--- src/rtl/xbar_pkg.sv ---
package xbar_pkg;
  localparam int XB_MASTERS = 3;
  localparam int XB_SLAVES  = 3;
  localparam int XB_AW      = 32;
  localparam int XB_DW      = 32;
  localparam int XB_TAG_W   = 4;
endpackage

--- src/rtl/xbar_decode.sv ---
module xbar_decode #(
  parameter int NS    = 3,
  parameter int TAG_W = 4,
  parameter logic [NS*TAG_W-1:0] TAGS = '0
) (
  input  logic [TAG_W-1:0] tag,
  output logic [NS-1:0]    hit,
  output logic             miss
);
  for (genvar k = 0; k < NS; k++) begin : g_win
    assign hit[k] = (tag == TAGS[k*TAG_W +: TAG_W]);
  end
  assign miss = ~|hit;
endmodule

--- src/rtl/xbar_arb.sv ---
module xbar_arb #(
  parameter int NM = 3,
  parameter int AW = 32,
  parameter int DW = 32
) (
  input  logic              clk,
  input  logic              rst,
  input  logic [NM-1:0]     want,
  input  logic [NM-1:0]     boost,
  input  logic [NM*AW-1:0]  m_addr,
  input  logic [NM-1:0]     m_we,
  input  logic [NM*DW-1:0]  m_wdata,
  input  logic              s_ready,
  output logic              s_valid,
  output logic [AW-1:0]     s_addr,
  output logic              s_we,
  output logic [DW-1:0]     s_wdata,
  output logic [NM-1:0]     grant
);
  logic          busy;
  logic [NM-1:0] own;
  logic [NM-1:0] elev, pool, pick;

  // boosted contenders form the pool if any exist; lowest index wins
  assign elev = want & boost;
  assign pool = (|elev) ? elev : want;
  assign pick = pool & (~pool + 1'b1);

  always_ff @(posedge clk) begin
    if (rst) begin
      busy <= 1'b0;
      own  <= '0;
    end else if (!busy) begin
      if (|want) begin
        busy <= 1'b1;
        own  <= pick;
      end
    end else if (s_ready) begin
      busy <= 1'b0;
    end
  end

  assign s_valid = busy;
  assign grant   = busy ? own : '0;

  always_comb begin
    s_addr  = '0;
    s_we    = 1'b0;
    s_wdata = '0;
    for (int i = 0; i < NM; i++) begin
      if (grant[i]) begin
        s_addr  = s_addr  | m_addr[i*AW +: AW];
        s_we    = s_we    | m_we[i];
        s_wdata = s_wdata | m_wdata[i*DW +: DW];
      end
    end
  end

  AST_HOLD_OWNER: assert property (@(posedge clk) disable iff (rst)
    busy && !s_ready |=> busy && $stable(own));
  AST_GRANT_REQUESTED: assert property (@(posedge clk) disable iff (rst)
    $rose(busy) |-> |(own & $past(want)));
  AST_FIXED_ORDER: assert property (@(posedge clk) disable iff (rst)
    $rose(busy) && !(|$past(want & boost)) |-> (($past(want) & (own - 1'b1)) == '0));
  AST_BOOST_FIRST: assert property (@(posedge clk) disable iff (rst)
    $rose(busy) && (|$past(want & boost)) |-> |(own & $past(boost)));
  AST_FREE_GAP: assert property (@(posedge clk) disable iff (rst)
    busy && s_ready |=> !busy);
endmodule

--- src/rtl/xbar3_top.sv ---
module xbar3_top
  import xbar_pkg::*;
#(
  parameter int NM    = XB_MASTERS,
  parameter int NS    = XB_SLAVES,
  parameter int AW    = XB_AW,
  parameter int DW    = XB_DW,
  parameter int TAG_W = XB_TAG_W,
  parameter logic [NS*TAG_W-1:0] SLV_TAGS = {4'hC, 4'h4, 4'h0}
) (
  input  logic              clk,
  input  logic              rst,
  input  logic [NM-1:0]     m_req,
  input  logic [NM*AW-1:0]  m_addr,
  input  logic [NM-1:0]     m_we,
  input  logic [NM*DW-1:0]  m_wdata,
  input  logic [NM-1:0]     m_boost,
  output logic [NM-1:0]     m_ack,
  output logic [NM-1:0]     m_err,
  output logic [NM*DW-1:0]  m_rdata,
  output logic [NS-1:0]     s_valid,
  output logic [NS*AW-1:0]  s_addr,
  output logic [NS-1:0]     s_we,
  output logic [NS*DW-1:0]  s_wdata,
  input  logic [NS-1:0]     s_ready,
  input  logic [NS*DW-1:0]  s_rdata
);
  logic [NS-1:0] hit [NM];
  logic [NM-1:0] miss;
  logic [NM-1:0] want  [NS];
  logic [NM-1:0] grant [NS];
  logic [NM-1:0] err_q;

  for (genvar j = 0; j < NM; j++) begin : g_mst
    xbar_decode #(.NS(NS), .TAG_W(TAG_W), .TAGS(SLV_TAGS)) u_dec (
      .tag  (m_addr[j*AW + AW - 1 -: TAG_W]),
      .hit  (hit[j]),
      .miss (miss[j])
    );
  end

  // unmapped requests answered by a one-cycle error register
  always_ff @(posedge clk) begin
    if (rst) err_q <= '0;
    else     err_q <= m_req & miss & ~err_q;
  end

  always_comb begin
    for (int k = 0; k < NS; k++) begin
      for (int j = 0; j < NM; j++) want[k][j] = m_req[j] & hit[j][k];
    end
  end

  for (genvar k = 0; k < NS; k++) begin : g_slv
    xbar_arb #(.NM(NM), .AW(AW), .DW(DW)) u_arb (
      .clk     (clk),
      .rst     (rst),
      .want    (want[k]),
      .boost   (m_boost),
      .m_addr  (m_addr),
      .m_we    (m_we),
      .m_wdata (m_wdata),
      .s_ready (s_ready[k]),
      .s_valid (s_valid[k]),
      .s_addr  (s_addr[k*AW +: AW]),
      .s_we    (s_we[k]),
      .s_wdata (s_wdata[k*DW +: DW]),
      .grant   (grant[k])
    );
  end

  logic [NS-1:0] route [NM];
  always_comb begin
    m_rdata = '0;
    for (int j = 0; j < NM; j++) begin
      m_ack[j] = err_q[j];
      for (int k = 0; k < NS; k++) begin
        route[j][k] = grant[k][j];
        if (grant[k][j]) begin
          m_ack[j] = m_ack[j] | s_ready[k];
          m_rdata[j*DW +: DW] = m_rdata[j*DW +: DW] | s_rdata[k*DW +: DW];
        end
      end
    end
  end
  assign m_err = err_q;

  for (genvar j = 0; j < NM; j++) begin : g_chk
    AST_ACK_NEEDS_REQ: assert property (@(posedge clk) disable iff (rst)
      m_ack[j] |-> m_req[j]);
    AST_ERR_NO_ROUTE: assert property (@(posedge clk) disable iff (rst)
      m_err[j] |-> (route[j] == '0));
    AST_ONE_ROUTE: assert property (@(posedge clk) disable iff (rst)
      $onehot0(route[j]));
  end
endmodule

--- config.mk ---
export PLATFORM = sky130hd
export DESIGN_NAME = xbar3_top
export DESIGN_NICKNAME = d
export VERILOG_FILES = /design/src/rtl/xbar_pkg.sv /design/src/rtl/xbar_decode.sv /design/src/rtl/xbar_arb.sv /design/src/rtl/xbar3_top.sv
export SDC_FILE = /design/constraint.sdc
export NUM_CORES = 1
export LEC_CHECK = 0
export BUFFER_PORTS_ARGS = -buffer_cell sky130_fd_sc_hd__buf_4
export CAP_MARGIN = 20
export CORE_AREA = 8 8 228 230
export DETAILED_ROUTE_END_ITERATION = 6
export DIE_AREA = 0 0 236 238
export PLACE_DENSITY = 0.4
export SYNTH_ARGS = -nofsm -noshare
export SYNTH_HDL_FRONTEND = slang
export SYNTH_SLANG_ARGS = --single-unit
--- constraint.sdc ---
create_clock -name clk -period 2.05 [get_ports clk]
set_input_delay 0.1025 -clock clk [delete_from_list [all_inputs] [get_ports clk]]
set_output_delay 0.1025 -clock clk [all_outputs]
set_load 0.05 [all_outputs]
==> results.tsv, run 1 <==
stage	metric	value	unit
floorplan	Die Width	236	µm
clock_tree	CTS tree	built	
synth	register area share after synthesis	5.13	%
pwr	PD cells	151	mW/mm²
sta	setup TNS	0	ns
sta	Final setup viols	0	
synth	Ys Warns	0	
synth	Async S/R FF share, synth	0	%
worst_setup_path	max incr delay on CP	0.51	ns
worst_setup_path	worst reg2reg setup slack	0.93	ns
synth	Post-synth EDFFs	0	
worst_setup_path	CP delay by family, top	buffers and inverters	
sta	final setup margin	0.117	ns
worst_setup_path	crit path kind	register to output pin	
final_layout	multi-input logic area	0.00507	mm²
synth	most frequent cell after synthesis	nand2_1	
clock_tree	Resize count post-CTS	0	
floorplan	Die Y-Extent	238	µm
synth	dominant cell type by area after synthesis	nand2_1	
worst_setup_path	Crit. End Element	output pin	
worst_setup_path	CP required	1.95	ns
place	GP Congestion	0.883	
floorplan	Initial Util	12.1	%
clock_tree	number of setup buffers added after CTS	0	
sta	Tcrit/Tclk final	94.3	%
sta	Hold WS	0.123	ns
clock_tree	Hold Buf Count CTS	0	
final_layout	share of cells above drive strength 1	39.6	%
pwr	Worst VDD drop	0.241	mV
place	placed cell count	2251	
worst_setup_path	Critical Path Slowest Stage Cell	dfxtp_1	
floorplan	die area	0.0562	mm²
synth	Main synth FF type	dfxtp_1	
pwr	Pleak	6.14	nW
clock_tree	htree depth	1	
pwr	total power	1.71	mW
detailed_routing	DRT Wirelength	49.6	mm
synth	Seq cells post-synth	15	
place	Port Buffers	601	
clock_tree	CTS Buf Count	3	
global_routing	largest net degree at the start of global routing	61	
synth	synth unique cells	35	
detailed_routing	Initial DRT Pass Iterations	5	
detailed_routing	Via density	4.68	
worst_setup_path	CP Depth	5	
global_routing	initial antenna violation count	3	
final_layout	area delta synth->final	92.9	%
place	pre-CTS setup slack	0.338	ns
final_layout	Final Non-Filler Cells	2258	
floorplan	row count	81	
place	DP HPWL	38.1	mm
synth	Syn Nets	1411	
clock_tree	Root Driver	clkbuf_16	
global_routing	overall routing resource usage	15.9	%
clock_tree	CTS sink cnt	15	
sta	clk_skew	0.000257	ns
synth	top cells by area, synth	nand2_1 38%, a22oi_1 38%, dfxtp_1 5.1%, clkbuf_1 4.7%, buf_2 2.1%	
detailed_routing	wire per inst	22.0	µm
worst_setup_path	Startpoint Class	register	
detailed_routing	ANT nets after route	0	
global_routing	first-pass GRT wire length	71.1	mm
synth	mapped cell area	0.00585	mm²
final_layout	NumNets Final	1936	
synth	top cell type's share of synthesized area	38.0	%
final_layout	register area	300	µm²
sta	FMAX	517	MHz
hold_path	hold path cells	2	
synth	Post-synth top cells	593 x nand2_1, 296 x a22oi_1, 74 x clkbuf_1	
run_status	status	finished, final reports clean	
clock_tree	Reg clk slew, reported paths	0.05	ns
global_routing	vias in the first global route	10600	
sta	Period minus WS final	1.93	ns
sta	Slew headroom	72.0	%
synth	Mapped Cells	1109	
worst_setup_path	Worst Path Buf+Inv	2	
detailed_routing	Starting DRT DRC Count	717	
worst_setup_path	worst r2r path cells	2	
floorplan	core box area	0.0483	mm²
floorplan	Top-Level Pins	602	
clock_tree	Skew-Pair Late Insertion Delay	0.24	ns
hold_path	hold crit path type	input port to register	
detailed_routing	DR vias	10600	
global_routing	total global routing overflow	0	
clock_tree	clock buffer depth	2	
sta	Fin. Hold Viols	0	
sta	max-slew violations	0	
worst_setup_path	CP arrival	1.83	ns
job	maxcap violations	0	
sta	RSZ-0062 raised after global routing	no	
synth	Syn Area/Cell	5.28	µm²
final_layout	Filler cells	5484	
worst_setup_path	crit-path max FO	49	
worst_setup_path	crit-path cells	and2_4 > buf_12 > a22oi_1 > nand2_1 > buf_4	
sta	worst slew pin tran	0.420	ns
detailed_routing	DRC Markers	0	
-- through the flow --
stage	utilization, %	instance area (µm²)
finish	23.4	11300
global route	23.4	11300
CTS	23.3	11300
detailed placement	23.2	11200
global placement	23.2	11200
floorplan	-	5850
-- layout by cell type (no fill, tap or decap), types with 2 or more instances in the layout --
master / count
nor2_1: 6
nand2_1: 593
o32ai_1: 8
buf_12: 23
a22oi_1: 296
clkbuf_16: 3
o311a_1: 3
nor4bb_1: 2
dfxtp_1: 15
diode_2: 3
and4bb_2: 2
buf_4: 607
nand3_1: 6
or3_1: 3
o21a_1: 3
nand2b_1: 4
a21oi_1: 12
a32oi_1: 2
and2_4: 9
nor2b_1: 8
o31ai_1: 2
inv_1: 10
and3b_1: 3
-- cell families (layout without fill, tap and decap cells) --
family	count (synthesis)	count (layout)	synth area share (%)
buffers and inverters	120	644	8.61
AND/OR/NAND/NOR	645	645	44.1
AO/OA/AOI/OAI	329	329	42.1
other	0	3	0
flip-flops	15	15	5.13
-- flip-flops by register name, indices dropped and copies added (netlist names) --
| signal | count |
|---|---|
| g_slv.u_arb.own | 9 |
| g_slv.u_arb.s_valid | 3 |
| m_err | 3 |
-- where the power goes --
group | total, mW | leakage [nW] | switching [mW] | internal [mW]
combinational | 1.01 | 5.98 | 0.530 | 0.482
sequential | 0.315 | 0.122 | 0.0122 | 0.303
clock | 0.383 | 0.0382 | 0.120 | 0.263
total | 1.71 | 6.14 | 0.662 | 1.05
-- layer usage --
| layer | share of wire [%] | up-vias | wire length [µm] | track usage (%) |
|---|---|---|---|---|
| met2 | 49 | 555 | 24300 | 28.3 |
| li1 | - | 4958 | - | - |
| met4 | 3.7 | 0 | 1850 | 5.33 |
| met5 | 0 | - | 0 | 0 |
| met3 | 8.4 | 72 | 4160 | 4.23 |
| met1 | 39 | 4980 | 19200 | 18.4 |
-- worst register-to-register path, stage by stage, from the launching register on --
cell	delay [ns]
dfxtp_1	0.37
or4b_1	0.54
o32ai_1	0.11
-- cell type report --
cell class / count / share of cell area (%)
diodes: 3 / 0.0665
clock buffers: 4 / 0.698
inverters: 10 / 0.332
multi-input cells: 974 / 44.9
flip-flops and latches: 15 / 2.66
well taps: 622 / 6.89
repair buffers: 630 / 44.4
-- worst paths after layout --
kind / startpoint / to
setup / recovery: g_slv[1].u_arb.s_valid$_SDFF_PP0_ / s_addr[59]
hold / removal: m_req[0] / m_err[0]$_SDFF_PP0_
setup reg to reg: g_slv[2].u_arb.s_valid$_SDFF_PP0_ / g_slv[2].u_arb.own[1]$_SDFFE_PP0P_
hold reg to reg: g_slv[0].u_arb.own[0]$_SDFFE_PP0P_ / g_slv[0].u_arb.own[0]$_SDFFE_PP0P_
Power figures use the tool's default switching activity.
==> inputs of run 2 (changes only) <==
- ABC_CLOCK_PERIOD_IN_PS: default -> 2050
- CORE_AREA: 8 8 228 230 -> 2 2 235 237
- DIE_AREA: 0 0 236 238 -> 0 0 237 239
- MAX_ROUTING_LAYER: default -> met4
- PLACE_DENSITY: 0.4 -> 0.38
==> run 2 against run 1 <==
Compared with the run above:
- the run now ends with design-rule violations left
- via count down 0.52%
- utilization down 2.5 points
- clock skew up 0.00053 ns
- non-clock buffer count down 3
- count of clock-buffer cells in the layout down 1
- register-to-register slack better by 0.02 ns
- global-route usage down 0.42 points
- fmax down 3.9%
- critical path type unchanged
- largest power group unchanged
==> results.tsv, run 2 (same netlist as run 1, synthesis figures left out) <==
stage	metric	value	unit	change
run_status	status	finished with violations		
run_status	failing checks	design-rule violations		
hold_path	HP Start	m_req[0]		
clock_tree	Reg clk slew, reported paths	0.05	ns	about the same
worst_setup_path	Critical Path Slowest Stage Cell	dfxtp_1		
detailed_routing	ANT nets after route	0		unchanged
detailed_routing	DRC Markers	1		+1
final_layout	share of cells above drive strength 1	39.6	%	-0.050 points
floorplan	Die Y-Extent	239	µm	+0.42%
worst_setup_path	CP Depth	5		unchanged
final_layout	most common cell after layout, fill and taps aside	buf_4		
worst_setup_path	worst r2r path cells	2		unchanged
sta	Fin. Hold Viols	0		unchanged
sta	Final setup viols	0		unchanged
worst_setup_path	worst r2r dst	g_slv[2].u_arb.own[1]$_SDFFE_PP0P_		
floorplan	Top-Level Pins	602		unchanged
hold_path	hold crit path type	input port to register		
global_routing	total global routing overflow	0		unchanged
worst_setup_path	max incr delay on CP	0.46	ns	-0.05 ns
sta	setup TNS	0	ns	unchanged
worst_setup_path	Worst Path Buf+Inv	2		unchanged
hold_path	hold path cells	2		unchanged
sta	FMAX	497	MHz	-3.9%
clock_tree	clock buffer depth	2		unchanged
detailed_routing	wire per inst	20.1	µm	-8.3%
worst_setup_path	CP delay by family, top	buffers and inverters		
floorplan	die area	0.0566	mm²	+0.85%
clock_tree	CTS tree	built		
worst_setup_path	Worst R2R Start	g_slv[2].u_arb.s_valid$_SDFF_PP0_		
detailed_routing	met1 wire length	18.7	mm	-2.8%
pwr	Pleak	6.12	nW	-0.39%
global_routing	initial antenna violation count	1		-2
detailed_routing	Via density	4.50		-3.8%
final_layout	area delta synth->final	93.2	%	
global_routing	first-pass GRT wire length	66.2	mm	-6.8%
detailed_routing	met2 WL	23.4	mm	-3.7%
detailed_routing	DRT Wirelength	47.0	mm	-5.2%
global_routing	largest net degree at the start of global routing	64		+4.9%
worst_setup_path	crit-path cells	and2_4 > buf_16 > a22oi_1 > nand2_1 > buf_4		
pwr	total power	1.72	mW	+0.45%
floorplan	Die Width	237	µm	+0.42%
clock_tree	CTS sink cnt	15		unchanged
detailed_routing	Initial DRT Pass Iterations	7		+2
worst_setup_path	crit path kind	register to output pin		
worst_setup_path	crit-path max FO	63		+29%
sta	RSZ-0062 raised after global routing	no		
floorplan	core box area	0.0543	mm²	+12%
global_routing	overall routing resource usage	15.5	%	-0.42 points
hold_path	WHS Endpoint	m_err[0]$_SDFF_PP0_		
job	maxcap violations	0		unchanged
floorplan	row count	86		+6.2%
place	DP HPWL	35.3	mm	-7.5%
worst_setup_path	CP required	1.95	ns	about the same
place	GP Congestion	0.866		-1.9%
worst_setup_path	worst reg2reg setup slack	0.95	ns	+0.02 ns
final_layout	most frequent cells in the layout	609 x buf_4, 593 x nand2_1, 296 x a22oi_1		
sta	max-slew violations	0		unchanged
sta	clk_skew	0.000786	ns	+0.000529 ns
final_layout	max reg flops	9		unchanged
worst_setup_path	CP arrival	1.91	ns	+0.08 ns
worst_setup_path	Crit. End Element	output pin		
sta	Period minus WS final	2.01	ns	+0.0781 ns
detailed_routing	DR vias	10500		-0.52%
clock_tree	Skew-Pair Late Insertion Delay	0.25	ns	about the same
pwr	Worst VDD drop	0.181	mV	-25%
global_routing	vias in the first global route	10200		-4.3%
detailed_routing	Starting DRT DRC Count	547		-24%
detailed_routing	met3 WL	3.56	mm	-14%
sta	worst slew pin tran	0.588	ns	+0.168 ns
final_layout	NumNets Final	1933		-0.15%
final_layout	Biggest register	g_slv.u_arb.own		
place	Port Buffers	601		unchanged
floorplan	Initial Util	10.8	%	-1.3 points
clock_tree	CTS Buf Count	3		unchanged
detailed_routing	top routing layer used	met4		
clock_tree	htree depth	1		unchanged
final_layout	ANT cells	0		-3
pwr	PD cells	152	mW/mm²	+0.28%
worst_setup_path	Startpoint Class	register		
clock_tree	Root Driver	clkbuf_16		
sta	Slew headroom	60.2	%	-12 points
sta	Tcrit/Tclk final	98.1	%	+3.8 points
-- run 2: worst max-delay path by stage --
stage / end / from / slack (ns)
after global placement: m_rdata[33] / g_slv[2].u_arb.s_valid$_SDFF_PP0_ / 0.33
after detailed placement: m_rdata[33] / g_slv[2].u_arb.s_valid$_SDFF_PP0_ / 0.31
after global routing: m_rdata[33] / g_slv[2].u_arb.s_valid$_SDFF_PP0_ / 0.01
after CTS: m_rdata[33] / g_slv[2].u_arb.s_valid$_SDFF_PP0_ / 0.05
final: m_rdata[33] / g_slv[2].u_arb.s_valid$_SDFF_PP0_ / 0.04
after floorplan: s_wdata[76] / g_slv[2].u_arb.s_valid$_SDFF_PP0_ / 0.33
-- run 2: cell type report --
class / instances / area [µm²]
clock buffer: 3 / 75.1
clock inverter: 1 / 5.00
fill: 6278 / 43000
inverter: 10 / 37.5
multi-input combinational: 974 / 5070
sequential: 15 / 300
tap: 704 / 881
timing repair buffer: 627 / 4940
-- run 2: per-stage QoR --
stage	cell area, µm²	utilization [%]	hold WS, ns	cells	worst slack, ns
5_1_grt	11300	20.8	0.120	2334	0.0135
2_1_floorplan	5850	-	0.234	1109	0.332
4_1_cts	11300	20.8	0.117	2334	0.0486
3_5_place_dp	11200	20.7	0.380	2330	0.309
6_report	11300	20.8	0.120	2334	0.0385
3_3_place_gp	11200	20.7	0.381	2330	0.331
-- run 2: timing repair --
action	4_1_cts	5_1_grt
endpoints found under the hold margin	0	0
hold buffers	0	0
setup endpoints to repair	0	1
resized for setup	0	1
setup buffers	0	0
-- run 2: routing by layer --
metal	track usage, %	vias to the layer above
met2	26.9	562
met4	4.28	0
li1	-	4945
met1	18.7	4943
met3	2.36	60
met5	-	-
-- run 2: report_power, final --
group / total [mW] / switching (mW) / internal (mW)
logic: 1.02 / 0.533 / 0.483
clock network: 0.389 / 0.128 / 0.261
registers: 0.313 / 0.0102 / 0.303
